--- src/rtl/mp_addr_filter.sv ---
module mp_addr_filter #(
  parameter int DATA_W = 8
) (
  input  logic              clk,
  input  logic              rst_n,
  input  logic              mp_en,
  input  logic              addr_pass,
  input  logic [DATA_W-1:0] node_addr,
  input  logic              in_valid,
  input  logic [DATA_W-1:0] in_data,
  input  logic              in_mp,
  output logic              out_valid,
  output logic [DATA_W-1:0] out_data,
  output logic              out_is_addr
);

  logic selected;
  logic hit;
  logic take;

  assign hit  = (in_data == node_addr);
  assign take = in_valid && (!mp_en || (in_mp ? addr_pass : selected));

  always_ff @(posedge clk) begin
    if (!rst_n) begin
      selected <= 1'b0;
    end else if (!mp_en) begin
      selected <= 1'b0;
    end else if (in_valid && in_mp) begin
      selected <= hit;
    end
  end

  always_ff @(posedge clk) begin
    if (!rst_n) begin
      out_valid   <= 1'b0;
      out_data    <= '0;
      out_is_addr <= 1'b0;
    end else begin
      out_valid <= take;
      if (take) begin
        out_data    <= in_data;
        out_is_addr <= in_mp;
      end
    end
  end


  valid_needs_input_chk: assert property (@(posedge clk) disable iff (!rst_n)
    out_valid |-> $past(in_valid));


  bypass_copies_chk: assert property (@(posedge clk) disable iff (!rst_n)
    (in_valid && !mp_en) |=> (out_valid && out_data == $past(in_data) && out_is_addr == $past(in_mp)));


  addr_hidden_chk: assert property (@(posedge clk) disable iff (!rst_n)
    (in_valid && mp_en && in_mp && !addr_pass) |=> !out_valid);


  addr_shown_chk: assert property (@(posedge clk) disable iff (!rst_n)
    (in_valid && mp_en && in_mp && addr_pass) |=> (out_valid && out_is_addr));


  mismatch_blocks_chk: assert property (@(posedge clk) disable iff (!rst_n)
    ($past(in_valid && mp_en && in_mp && (in_data != node_addr)) && in_valid && mp_en && !in_mp)
    |=> !out_valid);


  match_opens_chk: assert property (@(posedge clk) disable iff (!rst_n)
    ($past(in_valid && mp_en && in_mp && (in_data == node_addr)) && in_valid && mp_en && !in_mp)
    |=> (out_valid && !out_is_addr));


  hold_when_idle_chk: assert property (@(posedge clk) disable iff (!rst_n)
    !out_valid |-> ($stable(out_data) && $stable(out_is_addr)));

endmodule

--- config.mk ---
export PLATFORM = sky130hd
export DESIGN_NAME = mp_addr_filter
export DESIGN_NICKNAME = d
export VERILOG_FILES = /design/src/rtl/mp_addr_filter.sv
export SDC_FILE = /design/constraint.sdc
export NUM_CORES = 1
export LEC_CHECK = 0
export CORE_MARGIN = 2
export CORE_UTILIZATION = 31
export DETAILED_ROUTE_END_ITERATION = 12
export GPL_ROUTABILITY_DRIVEN = 0
export PLACE_DENSITY = 0.72
export SETUP_SLACK_MARGIN = 0.3
export SYNTH_ARGS = -nofsm -noshare
export SYNTH_HDL_FRONTEND = slang
export SYNTH_SLANG_ARGS = --single-unit
export TNS_END_PERCENT = 1
--- constraint.sdc ---
create_clock -name clk -period 1 [get_ports clk]
set_input_delay 0.15 -clock clk [delete_from_list [all_inputs] [get_ports clk]]
set_output_delay 0.15 -clock clk [all_outputs]
set_load 0.02 [all_outputs]
==> reports/metrics.csv <==
stage;metric;value;unit
run_status;status;finished with violations;
run_status;violated checks;negative setup slack;
global_route;Global Route Usage Sum;0.1288;
sta;fin crit share;1.093;
synth;number of synthesized register bits;11;
sta;min Tclk post-route;1.093;ns
clocking;H-tree levels;1;
clocking;worst skew pair latency;0.26;ns
sta;final hold vios;0;
placed_design;Post-DP HPWL;889.1;microns
drt;final wirelength;1.153;mm
power_and_ir_drop;maximum vdd ir drop;0.8484;mV
power_and_ir_drop;Reg power frac;0.447;
final_layout;# fillers;142;
global_route;first-pass GRT wire length;1.856;mm
drt;initial drt markers;0;
critical_path;Arr. time, crit path;1.25;ns
die;full die area;0.002014;sq mm
synth;count leader, synth;dfxtp_1;
sta;final hold slack;0.4466;ns
drt;vias per cell;4.429;
drt;drt pass-1 iters;1;
power_and_ir_drop;Pwr Total;1.063;mW
power_and_ir_drop;clock share of power;0.271;
global_route;antenna violations before repair;0;
synth;cell taking the most area after synthesis;dfxtp_1;
die;Rows;14;
critical_path;Worst Path Buf+Inv;2;
power_and_ir_drop;Psw;0.2595;mW
power_and_ir_drop;power per cell area;1132;mW/mm^2
placed_design;port bufs;31;
die;Core ar.;0.001541;sq mm
sta;worst slew pin tran;0.2007;ns
clocking;CTS tree;yes;
clocking;clock tree root driver cell;clkbuf_4;
hold_path;Hold/Removal Path Class;in -> reg;
sta;Slew headroom;0.8651;
critical_path;critical path fanouts, max;10;
clocking;TritonCTS buffer count;3;
synth;Synth Instances;48;
synth;Synth warnings;0;
critical_path;element type at the critical path start;primary input;
synth;Synth area leaders;dfxtp_1 43%, mux2i_1 19%, xnor2_1 12%;
global_route;vias in the first global route;472;
critical_path;Req. time, crit path;1.16;ns
drt;via count;465;
drt;WL per Instance;10.98;microns
critical_path;Worst path slowest cell;clkdlybuf4s50_1;
sta;setup TNS;-0.8300;ns
drt;final antenna-violating net count;0;
die;die span in y;44.88;microns
clocking;clk buf depth;2;
synth;ys flop type;dfxtp_1;
global_route;largest net degree at the start of global routing;12;
global_route;Overflow after GRT;0;
sta;final setup vio count;10;
power_and_ir_drop;Pint;0.8030;mW
final_layout;area delta synth->final;81.16;%
critical_path;Crit path max-delay family;buffers and inverters;
clocking;hold_buf cts;0;
sta;setup ws final;-0.09330;ns
final_layout;n_diodes;0;
job;max cap viols;0;
sta;Max Slew Vio Count;0;
critical_path;worst path cell trace;clkdlybuf4s50_1 -> a21boi_2 -> buf_12 -> mux2i_1 -> nor2b_1;
clocking;CTS sink cnt;11;
power_and_ir_drop;combinational power share;0.281;
power_and_ir_drop;switching part of the total;0.2442;
critical_path;endpoint type of the worst setup path;flip-flop;
critical_path;CP max stage delay;0.48;ns
synth;commonest cells in the synthesized netlist;11 x dfxtp_1, 10 x mux2i_1, 9 x nor2b_1, 7 x xnor2_1, 2 x nand4_1;
sta;RSZ-0062 raised after global routing;true;
die;# IOs;32;
power_and_ir_drop;leakage;0.3908;nW
synth;sequential area share after synthesis;0.4251;
drt;drt drc;0;
synth;mean post-synth cell area;10.79;sq um
sta;fmax;914.7;MHz
final_layout;share of cells above drive strength 1;0.2809;
critical_path;critical path class;in -> reg;
synth;asr flop ratio synth;0;
synth;number of flops mapped to enable cells by yosys;0;
synth;Yosys cell types;14;
synth;Mapped Nets;70;
die;Initial Util;0.3360;
final_layout;fin nets;112;
synth;top-area cell type share of the netlist area;0.4251;
clocking;Clock transition at path regs;0.07;ns
sta;final worst clock skew;0.005270;ns
die;Die X;44.88;microns
synth;Syn Std Cell Area;518.0;sq um
==> flip-flops by register name (all words and copies together) (netlist names) <==
| signal | count |
|---|---|
| out_is_addr | 1 |
| out_data | 8 |
| out_valid | 1 |
| selected | 1 |
==> final cells by class <==
cell class,instances,area (sq um),share of cell area
Clock buffer,4,26.28,0.02800
Sequential cell,11,221.5,0.2360
Multi-Input combinational cell,35,289.0,0.3080
Tap cell,16,20.02,0.02133
Timing Repair Buffer,39,381.6,0.4067
==> path summary, 6_finish.rpt <==
kind	start	endpoint	slack [ns]	cells after the start
worst max-delay path	in_valid	out_data[1]	-0.09	5
worst min-delay path	in_mp	out_is_addr	0.45	4
worst max register to register	selected	out_data[1]	-0.08	5
worst min register to register	selected	selected	0.49	1
==> timing repair <==
item	4_1_cts	5_1_grt
endpoints found under the hold margin	0	0
setup buffers	0	0
pin swaps	1	0
endpoints found under the setup margin	21	21
gates cloned	0	0
resized for setup	59	1
==> metal layers <==
layer  track usage  wire length [microns]  share of wire  vias to the layer above
met1        0.1514                    520           0.45                      196
met3       0.02400                    103          0.089                        2
met5             0                      0              0                        -
met4       0.08824                     10         0.0087                        0
met2        0.2116                    519           0.45                       22
li1              -                      -              -                      245
==> cell usage in the layout (no fill, tap or decap) <==
master,n
dfxtp_2,1
nor4_2,1
buf_12,1
nand3_1,1
dfxtp_1,10
buf_6,7
clkdlybuf4s50_1,19
mux2i_1,10
xnor2_1,7
nand2_1,1
clkbuf_1,1
nand4_1,2
xor2_1,1
nor2b_1,9
and2_2,1
a41o_1,1
a21boi_2,1
dlygate4sd2_1,2
buf_4,10
clkbuf_4,3
==> through the flow <==
step | instances | cell area, sq um | utilization | worst slack (ns)
6_report | 105 | 938.4 | 0.6088 | -0.09330
3_3_place_gp | 101 | 907.1 | 0.5885 | -0.4305
2_1_floorplan | 48 | 519.2 | - | 0.006785
4_1_cts | 105 | 932.1 | 0.6047 | -0.09657
3_5_place_dp | 101 | 907.1 | 0.5885 | -0.4565
5_1_grt | 105 | 938.4 | 0.6088 | -0.1740
==> cells by family (layout without fill, tap and decap cells) <==
family | count (synthesis) | in the layout | share of synthesized area
simple gates | 15 | 15 | 0.1763
flops | 11 | 11 | 0.4251
mux | 10 | 10 | 0.1932
xor+xnor | 8 | 8 | 0.1353
compound gates | 2 | 2 | 0.04106
buf+inv | 2 | 43 | 0.02898
==> worst min-delay path: stages <==
cell and delay, ns:
dlygate4sd2_1 0.23, buf_4 0.13, mux2i_1 0.06, nor2b_1 0.10
==> power by group through the flow <==
stage               Sequential (mW)  Combinational (mW)  Clock, mW
global placement              0.482               0.299          0
finish                        0.475               0.299      0.288
CTS                           0.476               0.300      0.299
detailed placement            0.481               0.301          0
floorplan                     0.509              0.0932          0
global route                  0.478               0.320      0.324
(Power assumes the default switching activity.)
